### config.mk
export PLATFORM = sky130hd
export DESIGN_NAME = cos_irq_unit
export DESIGN_NICKNAME = d
export VERILOG_FILES = /design/src/rtl/cos_pkg.sv /design/src/rtl/cos_sync.sv /design/src/rtl/cos_detect.sv /design/src/rtl/cos_fsm.sv /design/src/rtl/cos_irq_unit.sv
export SDC_FILE = /design/constraint.sdc
export NUM_CORES = 1
export LEC_CHECK = 0
export BUFFER_PORTS_ARGS = -buffer_cell sky130_fd_sc_hd__buf_2
export CORE_ASPECT_RATIO = 0.75
export CORE_MARGIN = 2
export CORE_UTILIZATION = 42
export DETAILED_ROUTE_END_ITERATION = 7
export GPL_TIMING_DRIVEN = 0
export SLEW_MARGIN = 20
export SYNTH_ARGS = -nofsm -noshare
export SYNTH_HDL_FRONTEND = slang
export SYNTH_SLANG_ARGS = --single-unit
### constraint.sdc
create_clock -name clk -period 2.8 [get_ports clk]
set_clock_uncertainty 0.05 [all_clocks]
set_input_delay 0.14 -clock clk [delete_from_list [all_inputs] [get_ports clk]]
set_output_delay 0.14 -clock clk [all_outputs]
set_load 0.005 [all_outputs]
### src/rtl/cos_pkg.sv
package cos_pkg;
    typedef enum logic [1:0] {
        ST_ARMED   = 2'd0,
        ST_FIRED   = 2'd1,
        ST_BLOCKED = 2'd2
    } cos_state_t;

    localparam logic [4:0] OFS_RAW  = 5'h00;
    localparam logic [4:0] OFS_RISE = 5'h04;
    localparam logic [4:0] OFS_FALL = 5'h08;
    localparam logic [4:0] OFS_STAT = 5'h0C;
    localparam logic [4:0] OFS_CTRL = 5'h10;

    localparam int CTRL_EN_BIT  = 2;
    localparam int CTRL_AND_BIT = 1;
endpackage

### src/rtl/cos_sync.sv
module cos_sync #(
    parameter int W      = 32,
    parameter int STAGES = 2
) (
    input  logic         clk,
    input  logic         rst_n,
    input  logic [W-1:0] din,
    output logic [W-1:0] sync_o,
    output logic [W-1:0] prev_o
);
    logic [W-1:0] stage_q [STAGES];

    // Stage 0 samples the pins; each further stage follows the one before it.
    generate
        for (genvar s = 0; s < STAGES; s++) begin : g_stage
            if (s == 0) begin : g_first
                always_ff @(posedge clk or negedge rst_n) begin
                    if (!rst_n) stage_q[s] <= '0;
                    else        stage_q[s] <= din;
                end
            end else begin : g_next
                always_ff @(posedge clk or negedge rst_n) begin
                    if (!rst_n) stage_q[s] <= '0;
                    else        stage_q[s] <= stage_q[s-1];
                end
            end
        end
    endgenerate

    // One-cycle-old copy of the synchronised value, used for edge detection.
    always_ff @(posedge clk or negedge rst_n) begin
        if (!rst_n) prev_o <= '0;
        else        prev_o <= stage_q[STAGES-1];
    end

    assign sync_o = stage_q[STAGES-1];
endmodule

### src/rtl/cos_detect.sv
module cos_detect #(
    parameter int W  = 32,
    parameter int LO = 4,
    parameter int HI = 19
) (
    input  logic [W-1:0] cur,
    input  logic [W-1:0] prev,
    input  logic [W-1:0] rise_en,
    input  logic [W-1:0] fall_en,
    output logic [W-1:0] hit,
    output logic [W-1:0] sel,
    output logic         level_all,
    output logic         change_any
);
    logic [W-1:0] bad;
    logic [W-1:0] moved;

    // Only channels LO..HI can contribute; all others are tied off.
    generate
        for (genvar c = 0; c < W; c++) begin : g_ch
            if (c >= LO && c <= HI) begin : g_live
                assign hit[c]   = (rise_en[c] & cur[c] & ~prev[c]) |
                                  (fall_en[c] & ~cur[c] & prev[c]);
                assign sel[c]   = rise_en[c] | fall_en[c];
                assign bad[c]   = (rise_en[c] & ~cur[c]) | (fall_en[c] & cur[c]);
                assign moved[c] = sel[c] & (cur[c] ^ prev[c]);
            end else begin : g_dead
                assign hit[c]   = 1'b0;
                assign sel[c]   = 1'b0;
                assign bad[c]   = 1'b0;
                assign moved[c] = 1'b0;
            end
        end
    endgenerate

    assign level_all  = (|sel) && !(|bad);
    assign change_any = |moved;
endmodule

### src/rtl/cos_fsm.sv
module cos_fsm
    import cos_pkg::*;
#(
    parameter int W = 32
) (
    input  logic         clk,
    input  logic         rst_n,
    input  logic         en,
    input  logic         and_mode,
    input  logic [W-1:0] hit,
    input  logic [W-1:0] sel,
    input  logic         level_all,
    input  logic         change_any,
    input  logic         ack,
    input  logic         stat_rd,
    output logic         irq,
    output logic [W-1:0] status
);
    cos_state_t state_q, state_d;
    logic       fire;

    // Next state: fire, ack and release transitions.
    always_comb begin
        state_d = state_q;
        fire    = 1'b0;
        unique case (state_q)
            ST_ARMED: begin
                fire = en && (and_mode ? level_all : (|hit));
                if (fire) state_d = ST_FIRED;
            end
            ST_FIRED: begin
                if (ack) state_d = and_mode ? ST_BLOCKED : ST_ARMED;
            end
            ST_BLOCKED: begin
                if (!and_mode || change_any) state_d = ST_ARMED;
            end
            default: state_d = ST_ARMED;
        endcase
    end

    // State register.
    always_ff @(posedge clk or negedge rst_n) begin
        if (!rst_n) state_q <= ST_ARMED;
        else        state_q <= state_d;
    end

    // Outputs: interrupt line and latched status.
    always_ff @(posedge clk or negedge rst_n) begin
        if (!rst_n) begin
            irq    <= 1'b0;
            status <= '0;
        end else begin
            irq <= (state_d == ST_FIRED);
            if (fire)         status <= and_mode ? sel : hit;
            else if (stat_rd) status <= '0;
        end
    end
endmodule

### src/rtl/cos_irq_unit.sv
module cos_irq_unit
    import cos_pkg::*;
#(
    parameter int NUM_IN      = 32,
    parameter int CH_LO       = 4,
    parameter int CH_HI       = 19,
    parameter int SYNC_STAGES = 2,
    parameter int ADDR_W      = 5
) (
    input  logic              clk,
    input  logic              rst_n,
    input  logic [NUM_IN-1:0] din,
    input  logic              bus_wr,
    input  logic              bus_rd,
    input  logic [ADDR_W-1:0] bus_addr,
    input  logic [31:0]       bus_wdata,
    output logic [31:0]       bus_rdata,
    output logic              irq
);
    function automatic logic [NUM_IN-1:0] build_mask();
        logic [NUM_IN-1:0] m;
        m = '0;
        for (int i = CH_LO; i <= CH_HI; i++) m[i] = 1'b1;
        return m;
    endfunction

    localparam logic [NUM_IN-1:0] CH_MASK = build_mask();

    logic [NUM_IN-1:0] din_sync, din_prev, rise_q, fall_q, hit, sel, status;
    logic              en_q, and_q, level_all, change_any;
    logic              wr_ctrl, ack, stat_rd;

    cos_sync #(.W(NUM_IN), .STAGES(SYNC_STAGES)) u_sync (
        .clk(clk), .rst_n(rst_n), .din(din), .sync_o(din_sync), .prev_o(din_prev)
    );

    cos_detect #(.W(NUM_IN), .LO(CH_LO), .HI(CH_HI)) u_detect (
        .cur(din_sync), .prev(din_prev), .rise_en(rise_q), .fall_en(fall_q),
        .hit(hit), .sel(sel), .level_all(level_all), .change_any(change_any)
    );

    assign wr_ctrl = bus_wr && (bus_addr == ADDR_W'(OFS_CTRL));
    assign ack     = wr_ctrl && !bus_wdata[CTRL_EN_BIT];
    assign stat_rd = bus_rd && (bus_addr == ADDR_W'(OFS_STAT));

    cos_fsm #(.W(NUM_IN)) u_fsm (
        .clk(clk), .rst_n(rst_n), .en(en_q), .and_mode(and_q),
        .hit(hit), .sel(sel), .level_all(level_all), .change_any(change_any),
        .ack(ack), .stat_rd(stat_rd), .irq(irq), .status(status)
    );

    // Programmable registers.
    always_ff @(posedge clk or negedge rst_n) begin
        if (!rst_n) begin
            rise_q <= '0;
            fall_q <= '0;
            en_q   <= 1'b0;
            and_q  <= 1'b0;
        end else if (bus_wr) begin
            if (bus_addr == ADDR_W'(OFS_RISE)) rise_q <= bus_wdata[NUM_IN-1:0] & CH_MASK;
            if (bus_addr == ADDR_W'(OFS_FALL)) fall_q <= bus_wdata[NUM_IN-1:0] & CH_MASK;
            if (wr_ctrl) begin
                en_q  <= bus_wdata[CTRL_EN_BIT];
                and_q <= bus_wdata[CTRL_AND_BIT];
            end
        end
    end

    // Read mux.
    always_comb begin
        bus_rdata = '0;
        if (bus_addr == ADDR_W'(OFS_RAW))  bus_rdata = 32'(din_sync);
        if (bus_addr == ADDR_W'(OFS_RISE)) bus_rdata = 32'(rise_q);
        if (bus_addr == ADDR_W'(OFS_FALL)) bus_rdata = 32'(fall_q);
        if (bus_addr == ADDR_W'(OFS_STAT)) bus_rdata = 32'(status);
        if (bus_addr == ADDR_W'(OFS_CTRL)) begin
            bus_rdata[CTRL_EN_BIT]  = en_q;
            bus_rdata[CTRL_AND_BIT] = and_q;
        end
    end
endmodule

After elaboration in Yosys (flattened, before gate mapping)
Index checks and enable logic that the tools add are counted.
{"block": "totals", "register_bits": 153, "latch_bits": 0, "mem_bits_rw": 0, "romBits": 0, "output_inout_bits": 33, "memories": 0}
{"block": "op_classes", "add_sub_neg": 0, "multipliers": 0, "div_mod_pow": 0, "magnitude_cmp": 0, "n_eq_ne": 7, "shifts": 0, "muxes": 15, "n_bitwise": 208, "reduce_logical": 19}
{"operator": "2-to-1 mux 32 bit", "count": 6}
{"operator": "AND 1 bit", "count": 112}
{"operator": "OR reduction 16 bit", "count": 4}
{"operator": "OR 1 bit", "count": 48}
{"operator": "inverter 1 bit", "count": 32}
{"operator": "2-to-1 mux 20 bit", "count": 1}
{"operator": "XOR 1 bit", "count": 16}
{"operator": "== test 5 x 4 -> 1 bit (second input constant)", "count": 2}
{"operator": "2-to-1 mux 2 bit", "count": 5}
{"operator": "case mux 2 bit (3 select lines)", "count": 1}
{"operator": "AND reduction 2 bit", "count": 3}
{"operator": "== test 5 x 3 -> 1 bit (second input constant)", "count": 1}
{"operator": "== test 5 bit (second input constant)", "count": 1}
{"operator": "logical AND 1 bit", "count": 5}
{"operator": "zero test 5 bit", "count": 1}
{"operator": "== test 2 x 1 -> 1 bit (second input constant)", "count": 2}
{"operator": "zero test 1 bit", "count": 3}
{"operator": "== test 2 bit (second input constant)", "count": 1}
{"operator": "zero test 2 bit", "count": 1}
{"operator": "2-to-1 mux 1 bit", "count": 2}
{"operator": "nonzero test 2 bit", "count": 1}
{"operator": "logical OR 1 bit", "count": 1}

Depth between registers and ports, before layout
{"block": "logic_depth", "word_depth": 11, "ltp_mapped": 8, "mapped_depth_nobuf": 6}

By module
Synthesis repeated with hierarchy kept, for this count alone.
{"block": "unflattened", "hier_cells": 590, "hier_area_um2": 7818.7}
{"mod": "cos_sync", "n_inst": 1, "cells_each": 128, "area_per_inst_um2": 2642.5, "seq_area_each_um2": 2402.3}
{"mod": "cos_irq_unit", "n_inst": 1, "cells_each": 146, "area_per_inst_um2": 2135.8, "seq_area_each_um2": 850.8}
{"mod": "cos_fsm", "n_inst": 1, "cells_each": 164, "area_per_inst_um2": 1935.6, "seq_area_each_um2": 875.8}
{"mod": "cos_detect", "n_inst": 1, "cells_each": 152, "area_per_inst_um2": 1104.8, "seq_area_each_um2": 0.0}

Worst setup path after synthesis
No wires, ideal clock.
{"block": "synth_timing", "path_type": "register -> register", "from": "reg u_sync.stage_q, in the netlist u_sync.sync_o[17]", "to": "reg u_fsm.status[16]", "arrival_ns": 2.065, "required_ns": 2.671, "slack_ns": 0.606, "stages_incl_launch_ff": 9, "path_buffers": 2, "synth_period_minus_slack_ns": 2.194, "cell_sequence": "dfrtp_1 > nor2b_1 > a22o_1 > a221o_1 > or4_1 > o22ai_1 > buf_6 > buf_12 > mux2i_1"}
{"block": "synth_between", "elab_chain_cells": 10}
{"element": "from (decl)", "line": "cos_sync.sv:11", "source": "logic [W-1:0] stage_q [STAGES];"}
{"element": "from (signal, indexed assignment)", "line": "cos_sync.sv:24", "source": "else stage_q[s] <= stage_q[s-1];"}
{"element": "inverter 1 bit", "line": "cos_detect.sv:23, cos_detect.sv:25"}
{"element": "AND 1 bit", "line": "cos_detect.sv:25", "source": "assign bad[c] = (rise_en[c] & ~cur[c]) | (fall_en[c] & cur[c]);"}
{"element": "OR 1 bit", "line": "cos_detect.sv:25"}
{"element": "OR reduction 16 bit", "line": "cos_detect.sv:36", "source": "assign level_all = (|sel) && !(|bad);"}
{"element": "zero test 1 bit", "line": "cos_detect.sv:36"}
{"element": "logical AND 1 bit", "line": "cos_detect.sv:36"}
{"element": "2-to-1 mux 1 bit (*)", "line": "cos_fsm.sv:28", "source": "fire = en && (and_mode ? level_all : (|hit));"}
{"element": "logical AND 1 bit (*)", "line": "cos_fsm.sv:28"}
{"element": "2-to-1 mux 1 bit (*)", "line": "cos_fsm.sv:26", "source": "unique case (state_q)"}
{"element": "2-to-1 mux 32 bit / nonzero test 2 bit (equally long branches)"}
{"element": "to (signal assigned)", "line": "cos_fsm.sv:54", "source": "if (fire) status <= and_mode ? sel : hit;"}
{"element": "to (decl)", "line": "cos_fsm.sv:17", "source": "output logic [W-1:0] status"}
Every way passes the cells marked *; elsewhere a longest branch is shown, timed or not.
A chain may end at the register's enable or synchronous reset.

Final worst setup path
{"block": "layout_timing", "from": "in bus_addr[1]", "to": "out bus_rdata[13]"}
{"block": "layout_between", "elab_chain_cells": 5}
{"element": "from (decl)", "line": "cos_irq_unit.sv:15", "source": "input logic [ADDR_W-1:0] bus_addr,"}
{"element": "zero test 5 bit", "line": "cos_irq_unit.sv:72", "source": "if (bus_addr == ADDR_W'(OFS_RAW)) bus_rdata = 32'(din_sync);"}
{"element": "2-to-1 mux 32 bit", "line": "cos_irq_unit.sv:72"}
{"element": "2-to-1 mux 32 bit", "line": "cos_irq_unit.sv:73", "source": "if (bus_addr == ADDR_W'(OFS_RISE)) bus_rdata = 32'(rise_q);"}
{"element": "2-to-1 mux 32 bit", "line": "cos_irq_unit.sv:74", "source": "if (bus_addr == ADDR_W'(OFS_FALL)) bus_rdata = 32'(fall_q);"}
{"element": "2-to-1 mux 32 bit (*)", "line": "cos_irq_unit.sv:75", "source": "if (bus_addr == ADDR_W'(OFS_STAT)) bus_rdata = 32'(status);"}
{"element": "to (decl)", "line": "cos_irq_unit.sv:17", "source": "output logic [31:0] bus_rdata,"}
Marked as above.

==> reports/results.tsv <==
stage	metric	value	unit
setup_path	startpoint	bus_addr[1]	
run_status	status	finished clean	
power	p_leak	0.003471	µW
drt	drc	0	
setup_path	crit_arrival	2.40	ns
finish	layout-drive-gt1-share	25.51	%
global_routing	grt_util_met2	33.27	%
finish	mostFrequentLayoutCells	133 x dfrtp_1, 89 x buf_2, 51 x dlygate4sd3_1	
setup_path	critPathMaxStageDelay	0.65	ns
clock_tree	cts_setup_buffers	0	
global_routing	grt-busiest-layer	met1	
clock_tree	cts_resized	0	
timing	tightest_slew	1.022	ns
yosys	synth_top_area_share	58.72	%
clock_tree	clock_latency	0.43	ns
global_routing	antenna_found_initial	0	
finish	stdcell_count	806	
yosys	synthFlopType	dfrtp_1	
timing	rsz0062_at_grt	false	
drt	first_pass_iters	5	
global_routing	grt_use_met1	35.95	%
yosys	ys_seq_area_share	58.72	%
finish	fin_nets	695	
floorplan	die_w	138.1	µm
setup_path	slowest_stage	clkbuf_1	
global_routing	grt_use_total	23.97	%
finish	final_common_cell	dfrtp_1	
global_routing	grt_pass1_vias	4459	
clock_tree	cts_sinks	133	
yosys	syn_area	5668	µm²
yosys	synth_area_per_cell	12.29	µm²
timing	fin_crit_sh	92.45	%
timing	slew_headroom	31.88	%
timing	fmax	386.3	MHz
floorplan	core	13060	µm²
power	ir_worst_vdd	470.4	µV
drt	num_vias	4504	
setup_path	path_max_fanout	10	
yosys	yosysUniqueCellTypes	37	
drt	vias_per_cell	5.588	
setup_path	cp-start-kind	input port	
placed_design	gp_congestion	0.9451	
finish	syn2layout_area_growth	32.03	%
setup_path	regToRegSetupSlack	0.28	ns
yosys	synth_area_leaders	dfrtp_1 59%, mux2i_1 8.3%, mux2_2 7.2%, nor2b_1 3.4%, o21ai_0 2.7%	
setup_path	worstSetupEndpoint	bus_rdata[13]	
timing	finalHoldViolCount	0	
timing	finalSetupViolations	0	
floorplan	die_h	104.6	µm
power	p_per_area	753.0	nW/µm²
setup_path	critPathKind	input port to output port	
placed_design	dp_slack	0.1031	ns
yosys	ys_warn_count	0	
floorplan	start_util	43.39	%
setup_path	crit_required	2.61	ns
setup_path	r2r_end	u_fsm.status[4]	
floorplan	rows	36	
yosys	synth_cells	461	
finish	insertedDiodeCount	0	
clock_tree	cts_tree	yes	
job	drv_cap	0	
setup_path	setup.worst_path.end_class	output port	
global_routing	grt_pass1_wl	25780	µm
global_routing	gr-total-overflow	0	
yosys	synth_top_area_cell	dfrtp_1	
global_routing	use_met3	6.691	%
placed_design	dpl.cell_count	723	
setup_path	rr_worst_depth	8	
clock_tree	htreeDepth	4	
floorplan	io_pins	106	
hold_path	hp-class	input port to async pin	
clock_tree	clock_path_buffers	2	
clock_tree	clkTransAtPathRegs	0.06	ns
yosys	ys_ff_latch	133	
yosys	async_reset_ff_share	100.0	%
floorplan	dieArea	14450	µm²
setup_path	path_cells	buf_2, nor3_1, and3b_1, clkbuf_1, clkbuf_1, a221oi_1, a21oi_1, buf_2	
setup_path	r2r_start	u_sync.sync_o[17]	
timing	fin_crit	2.589	ns
drt	routed_wl	16500	µm
timing	layout_setup_ws	0.2113	ns
drt	wire_per_inst	20.48	µm
clock_tree	cts_buffers	17	
drt	ant_nets	0	
placed_design	io_buffers	90	
global_routing	grt_max_degree	69	
clock_tree	cts-root-buf	clkbuf_16	
yosys	synth-edff-count	0	
yosys	synth_nets	534	
drt	drt_iter0_drc	473	
placed_design	dp_hpwl	11260	µm
timing	drv_slew	0	
[synth_stat cells (3+ instances only)]
| library cell | n |
|---|---|
| dfrtp_1 | 133 |
| mux2i_1 | 47 |
| mux2_2 | 36 |
| nor2b_1 | 31 |
| o21ai_0 | 31 |
| nand2_1 | 25 |
| clkbuf_1 | 18 |
| a21oi_1 | 15 |
| a221oi_1 | 15 |
| o22ai_1 | 15 |
| and2_0 | 13 |
| and2_1 | 13 |
| a22oi_1 | 12 |
| nor4_1 | 10 |
| nor2_1 | 9 |
| nand4_1 | 7 |
| nand3_1 | 3 |
| nand4b_1 | 3 |
| o2111ai_1 | 3 |
[worst min path at each step]
stage                 from            endpoint  depth (start not counted)
floorplan            rst_n               and_q                          0
global placement    din[7]  u_sync.stage_q[39]                          1
detailed placement   rst_n   u_sync.sync_o[17]                          1
CTS                  rst_n  u_sync.stage_q[49]                          2
global route         rst_n  u_sync.stage_q[49]                          2
finish               rst_n   u_sync.sync_o[17]                          2
[metrics by stage]
stage	power (µW)	utilization (%)	hold WS [ns]	instance area (µm²)	setup TNS [ns]
floorplan	2964	-	-0.2056	5668	0
global placement	3298	48.48	0.1972	6332	-27.06
detailed placement	3338	48.76	0.06207	6370	0
CTS	5654	57.29	0.2084	7483	0
global route	5900	57.29	0.2515	7483	0
finish	5635	57.29	0.1886	7483	0
[area by class of cell]
cell class / instances / area [µm²]
buffer: 20 / 98.84
clock buffer: 18 / 439.2
clock inverter: 14 / 163.9
fill: 1112 / 5579
inverter: 1 / 3.754
multi-input combinational: 307 / 2237
sequential: 133 / 3328
tap: 171 / 214.0
timing repair buffer: 142 / 998.5
[sequential cells by signal (all words and copies together) (netlist names)]
name            cells
u_sync.prev_o      16
en_q                1
u_fsm.status       16
u_sync.stage_q     32
u_fsm.state_q       2
and_q               1
u_sync.sync_o      32
rise_q             16
fall_q             16
u_fsm.irq           1
[layer usage]
layer	routed length [µm]	vias to the layer above	share of wire, %
met4	296	0	1.8
met5	0	-	0
li1	-	2031	-
met3	1553	29	9.4
met1	7693	2211	47
met2	6961	233	42
[logic make-up after synthesis]
kind of cell	after synthesis	synth area share, %
compound gates	96	10.86
xor+xnor	2	0.3091
flops	133	58.72
simple gates	126	12.85
mux	83	15.45
buf+inv	21	1.810
[critical path: cells and delay by family]
kind	cells	cell delay, ns
AOI/OAI and AO/OA	2	0.42
buffers and inverters	4	1.37
and+or+nand+nor	2	0.47
[power by group]
| part | total (µW) | switching (µW) | internal (µW) | leakage (µW) |
|---|---|---|---|---|
| Sequential | 2510 | 307 | 2200 | 0.00161 |
| Clock | 2250 | 897 | 1360 | 0.000292 |
| Combinational | 875 | 436 | 439 | 0.00157 |
[what timing repair did]
item,4_1_cts,5_1_grt
setup endpoints to repair,0,0
hold buffers,51,0
endpoints found under the hold margin,133,0
Power figures use the tool's default switching activity.
